## src/rtl/ridx_pkg.sv

```systemverilog
`timescale 1ns/1ps
package ridx_pkg;
  typedef enum logic [2:0] {
    ST_IDLE,
    ST_MOD,
    ST_WIN,
    ST_SCALE,
    ST_OUT
  } ridx_state_t;

  localparam int SLICES   = 4;
  localparam int HALF_W   = 32;
endpackage

```

## src/rtl/ridx_lane_mod.sv

```systemverilog
`timescale 1ns/1ps
// Sequential remainder: one numerator bit per cycle.
module ridx_lane_mod #(
  parameter int NUM_W = 32,
  parameter int DEN_W = 7
) (
  input  logic             clk,
  input  logic             rst,
  input  logic             start,
  input  logic [NUM_W-1:0] num,
  input  logic [DEN_W-1:0] den,
  output logic             busy,
  output logic [DEN_W-1:0] rem
);
  localparam int CNT_W = $clog2(NUM_W + 1);

  logic [NUM_W-1:0] sh_q;
  logic [DEN_W-1:0] rem_q;
  logic [CNT_W-1:0] cnt_q;
  logic [DEN_W-1:0] den_q;
  logic [DEN_W:0]   trial;
  logic [DEN_W:0]   diff;
  logic             fits;

  always_comb begin
    trial = {rem_q, sh_q[NUM_W-1]};
    fits  = trial >= {1'b0, den_q};
    diff  = trial - {1'b0, den_q};
  end

  always_ff @(posedge clk) begin
    if (rst) begin
      sh_q  <= '0;
      rem_q <= '0;
      cnt_q <= '0;
      den_q <= '0;
    end else if (start) begin
      sh_q  <= num;
      rem_q <= '0;
      den_q <= den;
      cnt_q <= CNT_W'(NUM_W);
    end else if (cnt_q != '0) begin
      sh_q  <= {sh_q[NUM_W-2:0], 1'b0};
      rem_q <= fits ? diff[DEN_W-1:0] : trial[DEN_W-1:0];
      cnt_q <= cnt_q - 1'b1;
    end
  end

  assign busy = (cnt_q != '0);
  assign rem  = rem_q;
endmodule

```

## src/rtl/ridx_window.sv

```systemverilog
`timescale 1ns/1ps
// Size and start column of the allowed reference window.
module ridx_window #(
  parameter int COL_W = 24
) (
  input  logic             first_pass,
  input  logic [1:0]       slice,
  input  logic [COL_W-1:0] idx,
  input  logic             same_lane,
  input  logic [COL_W-1:0] seg,
  input  logic [COL_W-1:0] cols,
  output logic [COL_W-1:0] area,
  output logic [COL_W-1:0] start
);
  logic [COL_W-1:0] done_cols;
  logic [COL_W-1:0] base;

  always_comb begin
    case (slice)
      2'd0:    done_cols = '0;
      2'd1:    done_cols = seg;
      2'd2:    done_cols = seg << 1;
      default: done_cols = (seg << 1) + seg;
    endcase

    base = first_pass ? done_cols : (cols - seg);

    if (same_lane)
      area = base + idx - COL_W'(1);
    else if (idx == '0)
      area = base - COL_W'(1);
    else
      area = base;

    if (first_pass || slice == 2'd3)
      start = '0;
    else
      start = done_cols + seg;
  end
endmodule

```

## src/rtl/ridx_skew.sv

```systemverilog
`timescale 1ns/1ps
// Maps squared fraction onto window: off = n-1 - floor(n*x / 2^32).
module ridx_skew #(
  parameter int COL_W = 24
) (
  input  logic [COL_W-1:0] area,
  input  logic [31:0]      frac,
  output logic [COL_W-1:0] off
);
  localparam int PROD_W = COL_W + 32;

  logic [PROD_W-1:0] prod;
  logic [COL_W-1:0]  hi;

  always_comb begin
    prod = PROD_W'(area) * PROD_W'(frac);
    hi   = prod[PROD_W-1:32];
    off  = area - COL_W'(1) - hi;
  end
endmodule

```

## src/rtl/ridx_unit.sv

```systemverilog
`timescale 1ns/1ps
module ridx_unit #(
  parameter int PASS_W = 32,
  parameter int LANE_W = 6,
  parameter int COL_W  = 24
) (
  input  logic              clk,
  input  logic              rst,
  input  logic              req_valid,
  output logic              req_ready,
  input  logic [PASS_W-1:0] req_pass,
  input  logic [LANE_W-1:0] req_lane,
  input  logic [1:0]        req_slice,
  input  logic [COL_W-1:0]  req_idx,
  input  logic [LANE_W:0]   cfg_lanes,
  input  logic [COL_W-1:0]  cfg_cols,
  input  logic [63:0]       req_prev,
  output logic              resp_valid,
  output logic [LANE_W-1:0] resp_lane,
  output logic [COL_W-1:0]  resp_col
);
  import ridx_pkg::*;

  localparam int P_W   = LANE_W + 1;
  localparam int SUM_W = COL_W + 1;

  ridx_state_t state_q;

  logic              first_r;
  logic [LANE_W-1:0] lane_r;
  logic [1:0]        slice_r;
  logic [COL_W-1:0]  idx_r;
  logic [COL_W-1:0]  q_r;
  logic [P_W-1:0]    p_r;
  logic [31:0]       j1_r;

  logic [LANE_W-1:0] ref_lane_r;
  logic [COL_W-1:0]  area_r;
  logic [COL_W-1:0]  start_r;
  logic [31:0]       sq_r;
  logic [COL_W-1:0]  off_r;

  logic              resp_valid_r;
  logic [LANE_W-1:0] resp_lane_r;
  logic [COL_W-1:0]  resp_col_r;

  logic              accept;
  logic              mod_busy;
  logic [P_W-1:0]    mod_rem;
  logic [LANE_W-1:0] lane_sel;
  logic              same_lane;
  logic [COL_W-1:0]  seg;
  logic [COL_W-1:0]  win_area;
  logic [COL_W-1:0]  win_start;
  logic [63:0]       sq_full;
  logic [COL_W-1:0]  skew_off;
  logic [SUM_W-1:0]  col_sum;
  logic [COL_W-1:0]  col_wrap;

  assign req_ready = (state_q == ST_IDLE);
  assign accept    = req_valid && req_ready;

  ridx_lane_mod #(.NUM_W(32), .DEN_W(P_W)) u_mod (
    .clk   (clk),
    .rst   (rst),
    .start (accept),
    .num   (req_prev[63:32]),
    .den   (cfg_lanes),
    .busy  (mod_busy),
    .rem   (mod_rem)
  );

  always_comb begin
    if (first_r && slice_r == 2'd0)
      lane_sel = lane_r;
    else
      lane_sel = mod_rem[LANE_W-1:0];
    same_lane = (lane_sel == lane_r);
    seg       = q_r >> 2;
    sq_full   = {32'b0, j1_r} * {32'b0, j1_r};
  end

  ridx_window #(.COL_W(COL_W)) u_win (
    .first_pass (first_r),
    .slice      (slice_r),
    .idx        (idx_r),
    .same_lane  (same_lane),
    .seg        (seg),
    .cols       (q_r),
    .area       (win_area),
    .start      (win_start)
  );

  ridx_skew #(.COL_W(COL_W)) u_skew (
    .area (area_r),
    .frac (sq_r),
    .off  (skew_off)
  );

  always_comb begin
    col_sum  = SUM_W'(start_r) + SUM_W'(off_r);
    col_wrap = (col_sum >= SUM_W'(q_r)) ? COL_W'(col_sum - SUM_W'(q_r))
                                        : col_sum[COL_W-1:0];
  end

  always_ff @(posedge clk) begin
    if (rst) begin
      state_q      <= ST_IDLE;
      first_r      <= 1'b0;
      lane_r       <= '0;
      slice_r      <= '0;
      idx_r        <= '0;
      q_r          <= '0;
      p_r          <= '0;
      j1_r         <= '0;
      ref_lane_r   <= '0;
      area_r       <= '0;
      start_r      <= '0;
      sq_r         <= '0;
      off_r        <= '0;
      resp_valid_r <= 1'b0;
      resp_lane_r  <= '0;
      resp_col_r   <= '0;
    end else begin
      resp_valid_r <= 1'b0;
      case (state_q)
        ST_IDLE: begin
          if (accept) begin
            first_r <= (req_pass == '0);
            lane_r  <= req_lane;
            slice_r <= req_slice;
            idx_r   <= req_idx;
            q_r     <= cfg_cols;
            p_r     <= cfg_lanes;
            j1_r    <= req_prev[31:0];
            state_q <= ST_MOD;
          end
        end
        ST_MOD: begin
          if (!mod_busy) state_q <= ST_WIN;
        end
        ST_WIN: begin
          ref_lane_r <= lane_sel;
          area_r     <= win_area;
          start_r    <= win_start;
          sq_r       <= sq_full[63:32];
          state_q    <= ST_SCALE;
        end
        ST_SCALE: begin
          off_r   <= skew_off;
          state_q <= ST_OUT;
        end
        ST_OUT: begin
          resp_lane_r  <= ref_lane_r;
          resp_col_r   <= col_wrap;
          resp_valid_r <= 1'b1;
          state_q      <= ST_IDLE;
        end
        default: state_q <= ST_IDLE;
      endcase
    end
  end

  assign resp_valid = resp_valid_r;
  assign resp_lane  = resp_lane_r;
  assign resp_col   = resp_col_r;
endmodule

```

## config.mk

```make
export PLATFORM = sky130hd
export DESIGN_NAME = ridx_unit
export DESIGN_NICKNAME = d
export VERILOG_FILES = /design/src/rtl/ridx_pkg.sv /design/src/rtl/ridx_lane_mod.sv /design/src/rtl/ridx_window.sv /design/src/rtl/ridx_skew.sv /design/src/rtl/ridx_unit.sv
export SDC_FILE = /design/constraint.sdc
export NUM_CORES = 2
export LEC_CHECK = 0
export BUFFER_PORTS_ARGS = -buffer_cell sky130_fd_sc_hd__buf_2
export CAP_MARGIN = 25
export CORE_UTILIZATION = 40
export DETAILED_ROUTE_END_ITERATION = 6
export HOLD_SLACK_MARGIN = 0.05
export PLACE_DENSITY = 0.58
export SETUP_SLACK_MARGIN = 0.5
export SLEW_MARGIN = 10
export SYNTH_ARGS = -nofsm -noshare
export SYNTH_HDL_FRONTEND = slang
export SYNTH_SLANG_ARGS = --single-unit
```

## constraint.sdc

```tcl
create_clock -name clk -period 13.4 [get_ports clk]
set_input_delay 3.35 -clock clk [delete_from_list [all_inputs] [get_ports clk]]
set_output_delay 3.35 -clock clk [all_outputs]
set_load 0.02 [all_outputs]
```

# Word level (Yosys, flattened, before mapping)
# Index checks and enable logic that the tools add are counted.
# word_totals
wordCells	74
register_bits	285
# classes
n_lt_le_gt_ge	2
multipliers	2
reduce_logical	12
add_sub_neg	12
eq_ne	10
n_mux	16
# ops
op	n
$mux W24	5
$pmux W24 S3	1
$sub A24 B1 Y24 const B	3
$mul A32 B32 Y64	1
$mux W32	2
$mul A24 B32 Y56	1
$sub A24 B24 Y24	2
$logic_not A32 Y1	1
$add A24 B24 Y25	1
$ge A25 B24 Y1	1
$add A23 B22 Y24	1
$add A24 B22 Y24	1
$add A24 B24 Y24	1
$logic_not A24 Y1	1
$sub A24 B22 Y24	1
$mux W6	3
$pmux W3 S4	1
$ge A8 B7 Y1	1
$mux W7	1
$sub A7 B7 Y7	1
$eq A3 B2 Y1 const B	2
$eq A6 B6 Y1	1
$mux W3	2
$reduce_bool A6 Y1	1
other kinds (15)	18

# Depth between registers and ports, before layout
# logic_depth
ltp_word	6
ltp_mapped	41
mapped_depth_nobuf	40

# Modules after synthesis
# From an unflattened synthesis, not the netlist that was laid out.
# hier_totals
hier_cells	8658
hier_area_um2	74365.1
# by_module_without_submodules
mod	area_per_inst_um2	instances	cells_each
ridx_unit	39745.6	1	4479
ridx_skew	24821.3	1	2823
ridx_window	7081.8	1	1070
ridx_lane_mod	2716.4	1	286

# Least setup slack after synthesis
# OpenSTA, ideal clock, no wires.
# synth_timing
path_kind	register to register
start	reg area_r[3]
end	reg off_r[22]
path_slack_ns	4.492
period_less_slack_ns	8.908
arrival_ns	8.776
t_required_ns	13.268
path_stages_with_launch	40
setup_ns	0.132
cell_sequence	dfxtp_1 clkbuf_1 nand2_1 fa_1 inv_1 fa_1 inv_1 fa_1 inv_1 fa_1 inv_1 fa_1 inv_1 fa_1 fa_1 ha_1 a21o_1 a21o_1 (+4 left out) o21ai_0 or4_1 nand3_1 xnor2_1 ha_1 fa_1 a21o_1 a21oi_1 nand2b_1 a211oi_1 o21ai_0 a21o_1 a21oi_1 a2111oi_0 a21oi_1 xor2_1 nand2_1 a21oi_1
# synth_via
elab_chain_len	2
word_cells_on_any_way	3
classes_between	2 x add/sub; 1 x mul
# synth_lines
element	line_no	source
start: declaration	ridx_unit.sv:38	logic [COL_W-1:0] area_r;
start signal: assignment	ridx_unit.sv:144	area_r <= win_area;
$mul A24 B32 Y56 / $sub A24 B1 Y24 (equally long branches)	ridx_skew.sv:16, ridx_skew.sv:18	
$sub A24 B24 Y24 (*)	ridx_skew.sv:18	off = area - COL_W'(1) - hi;
end signal: assignment	ridx_unit.sv:150	off_r <= skew_off;
end: declaration	ridx_unit.sv:41	logic [COL_W-1:0] off_r;
# Every way passes the cells marked *; elsewhere a longest branch is shown, timed or not.
# A chain may end at the register's enable or synchronous reset.

# Worst setup path in the final report
# layout_timing
start	reg area_r[4]
end	reg off_r[22]
# The elaborated chain is that of the path after synthesis.

==> results.toml <==
[setup_path]
worstPathRequired_ns = 13.87
rr_worst_depth = 37
r2r-end = "off_r[22]$_SDFFE_PP0P_"
arrival_ns = 11.20
crit_fanout = 15
r2r_start = "area_r[4]$_SDFFE_PP0N_"
start_kind = "register"
worstSetupPathType = "reg -> reg"
crit_top_cell = "fa_1"
rrSetupSlack_ns = 2.67
cp_slowest_cell = "dfxtp_1"
cp-end-kind = "register"
worst_path_largest_cell_delay_ns = 0.70

[sta]
slew_viol_final = 0
rsz0062_at_grt = "no"
hold_violations = 0
fin_skew_ns = 0.0313
setup_tns_ns = 0
period_share = 0.801
max_freq_mhz = 93.2
relSlewSlack = 0.281
worstMarginPinSlew_ns = 1.07
finalSetupViolCount = 0
timing.final.crit_period_ns = 10.73

[power_and_ir_drop]
combPwrFrac = 0.698
p_leak_nw = 39.3
p_clk_frac = 0.153
p_int_mw = 3.75
peakVddDrop_mv = 0.110
power_switching_mw = 4.05
power_frac_seq = 0.149
p_sw_frac = 0.520
power_density_mw_per_mm2 = 103

[cells_and_area]
utilization = 0.431
final_nets = 10400
drive_gt1_frac = 0.0523
area.growth.synth_to_final_pct = 6.97

[yosys]
synth_area_leaders = "fa_1, ha_1, inv_1, dfxtp_1, nand2_1"
netlist_area_mm2 = 0.0711
ys_seq_area_frac = 0.0803
synth.distinct_cells = 85
syn-num-nets = 10400
synth-edff-count = 0
synthDominantCellAreaShare = 0.414
ys.flop_type = "dfxtp_1"
synth_area_leader_cell = "fa_1"
ys_seq_elements = 285
syn_inst = 8095
yosys_warnings = 0
syn_area_per_cell_um2 = 8.78
ys_async_sr_fraction = 0

[clocking]
tritoncts = "yes"
path_clk_slew_ns = 0.06
ctsHoldBuffers = 0
ctsResizeCount = 0
clk_latency_ns = 0.64
cts_sinks = 285
clockBufferDepth = 3
postCtsSetupBuffers = 0
clock-root-buffer = "clkbuf_16"
h-tree-depth = 2
cts_buffers = 39

[detailed_routing]
routedWlPerCell_um = 19.9
drtIter0Drc = 3169
ant_nets = 0
num_vias = 54100
dr.pass1.iters = 7
drt_wl_total_um = 208000
routed_via_density = 5.17
drc = 0

[place]
gp_congestion = 0.936
post-dp-hpwl_um = 166000
numPortBuffers = 193

[floorplanning]
row_count = 154
die_area_mm2 = 0.179
coreArea_mm2 = 0.176
start_util = 0.403
io_pins = 194
die_h_um = 424
die_x_um = 424

[hold_path]
holdPathEnd = "j1_r[3]$_SDFFE_PP0P_"
min_from = "j1_r[3]$_SDFFE_PP0P_"
whs_path_depth = 2
min_path_type = "reg -> reg"

[grt]
grt_overflow = 0
grt_use_total = 0.236
grt_pass1_vias = 57900
grt_first_pass_wirelength_um = 330000
antenna_found_initial = 9
grt_max_degree = 91

[flow_run]
cap_violations = 0

[run_status]
status = "complete, no violations"
==> layer usage <==
metal / vias to the layer above / GRT usage / part of all wire
met5: - / 0 / 0.000067
met4: 2 / 0.0614 / 0.027
met3: 272 / 0.0229 / 0.053
met2: 1404 / 0.397 / 0.48
met1: 27700 / 0.323 / 0.44
li1: 24700 / - / -
==> per-stage QoR <==
stage / instances / setup WS (ns) / total power [mW] / instance area [um2] / hold slack [ns]
after floorplan: 8095 / 4.49 / 5.03 / 71100 / 0.426
after CTS: 10500 / 2.58 / 7.82 / 75900 / 0.455
after global placement: 10400 / 2.64 / 6.50 / 74500 / 0.436
after detailed placement: 10400 / 2.62 / 6.57 / 74500 / 0.447
final: 10500 / 2.67 / 7.80 / 76000 / 0.453
after global routing: 10500 / 1.95 / 8.51 / 76000 / 0.469
==> placed cells by master (no fill, tap or decap), types with 10 or more instances in the layout <==
| cell | n |
|---|---|
| a211o_1 | 10 |
| a211oi_1 | 96 |
| a21o_1 | 121 |
| a21oi_1 | 348 |
| a22o_1 | 27 |
| a22oi_1 | 26 |
| a31oi_1 | 20 |
| and2_1 | 581 |
| and3_1 | 26 |
| buf_2 | 193 |
| buf_4 | 107 |
| clkbuf_16 | 39 |
| dfxtp_1 | 281 |
| fa_1 | 1471 |
| ha_1 | 642 |
| inv_1 | 1821 |
| mux2i_1 | 57 |
| nand2_1 | 1006 |
| nand2b_1 | 44 |
| nand3_1 | 56 |
| nand4_1 | 27 |
| nor2_1 | 315 |
| nor2b_1 | 36 |
| nor3_1 | 71 |
| nor4_1 | 24 |
| o2111ai_1 | 12 |
| o211ai_1 | 11 |
| o21a_1 | 49 |
| o21ai_0 | 112 |
| o21bai_1 | 27 |
| or2_2 | 13 |
| or3_1 | 18 |
| xnor2_1 | 146 |
| xor2_1 | 78 |
==> worst max-delay path by stage <==
stage	startpoint	to	slack, ns	cells past startpoint
global route	area_r[4]$_SDFFE_PP0N_	off_r[22]$_SDFFE_PP0P_	1.95	38
detailed placement	sq_r[14]$_SDFFE_PP0N_	off_r[22]$_SDFFE_PP0P_	2.62	35
floorplan	area_r[3]$_SDFFE_PP0N_	off_r[22]$_SDFFE_PP0P_	4.49	39
global placement	area_r[0]$_SDFFE_PP0N_	off_r[22]$_SDFFE_PP0P_	2.64	35
finish	area_r[4]$_SDFFE_PP0N_	off_r[22]$_SDFFE_PP0P_	2.67	37
CTS	sq_r[14]$_SDFFE_PP0N_	off_r[22]$_SDFFE_PP0P_	2.58	35
==> cell usage after synthesis, types with 78 or more instances <==
cell / number
a21o_1: 121
and2_1: 583
nor2_1: 317
ha_1: 642
dfxtp_1: 285
fa_1: 1471
a211oi_1: 96
xnor2_1: 146
inv_1: 1821
o21ai_0: 112
a21oi_1: 348
clkbuf_1: 340
nand2_1: 1007
xor2_1: 78
==> area by class of cell <==
| cell class | count | area, um2 |
|---|---|---|
| Fill cell | 17500 | 100000 |
| Multi-Input combinational cell | 5628 | 57200 |
| Inverter | 1829 | 6870 |
| Sequential cell | 285 | 5710 |
| Tap cell | 2340 | 2930 |
| Timing Repair Buffer | 307 | 1890 |
| Clock buffer | 50 | 1080 |
| Clock inverter | 21 | 347 |
| Antenna cell | 1 | 2.50 |
==> critical path: cells and delay by family, from the launching register on <==
kind / cells / cell delay, ns
compound gates: 16 / 3.77
buf+inv: 4 / 0.49
xor+xnor: 2 / 0.32
fa+ha+maj: 10 / 4.42
simple gates: 5 / 0.83
flops: 1 / 0.70
==> cells by family (layout without fill, tap and decap cells) <==
kind of cell               after synthesis  count (layout)  share of synthesized area
adders and majority gates             2113            2113                      0.527
buffers and inverters                 2182            2207                      0.115
muxes                                   65              65                    0.00930
AOI/OAI and AO/OA                      963             963                     0.0882
and+or+nand+nor                       2263            2263                      0.152
other                                    0               1                          0
DFF                                    285             285                     0.0803
xor gates and xnor gates               224             224                     0.0276
==> state kept, by name, indices dropped and copies added (netlist names) <==
name and cells:
q_r 24, resp_col 24, j1_r 32, lane_r 6, idx_r 24, state_q 3, start_r 24, resp_valid 1
ref_lane_r 6, u_mod.sh_q 32, off_r 24, first_r 1, u_mod.rem 7, u_mod.cnt_q 6, area_r 24, u_mod.den_q 7
slice_r 2, sq_r 32, resp_lane 6
==> power groups by stage <==
stage	Clock, mW	Combinational (mW)	Sequential (mW)
after floorplan	0	3.94	1.09
after global placement	0	5.31	1.19
after detailed placement	0	5.38	1.19
after CTS	1.23	5.42	1.17
after global routing	1.26	6.07	1.18
final	1.19	5.44	1.16
(Power assumes the default switching activity.)
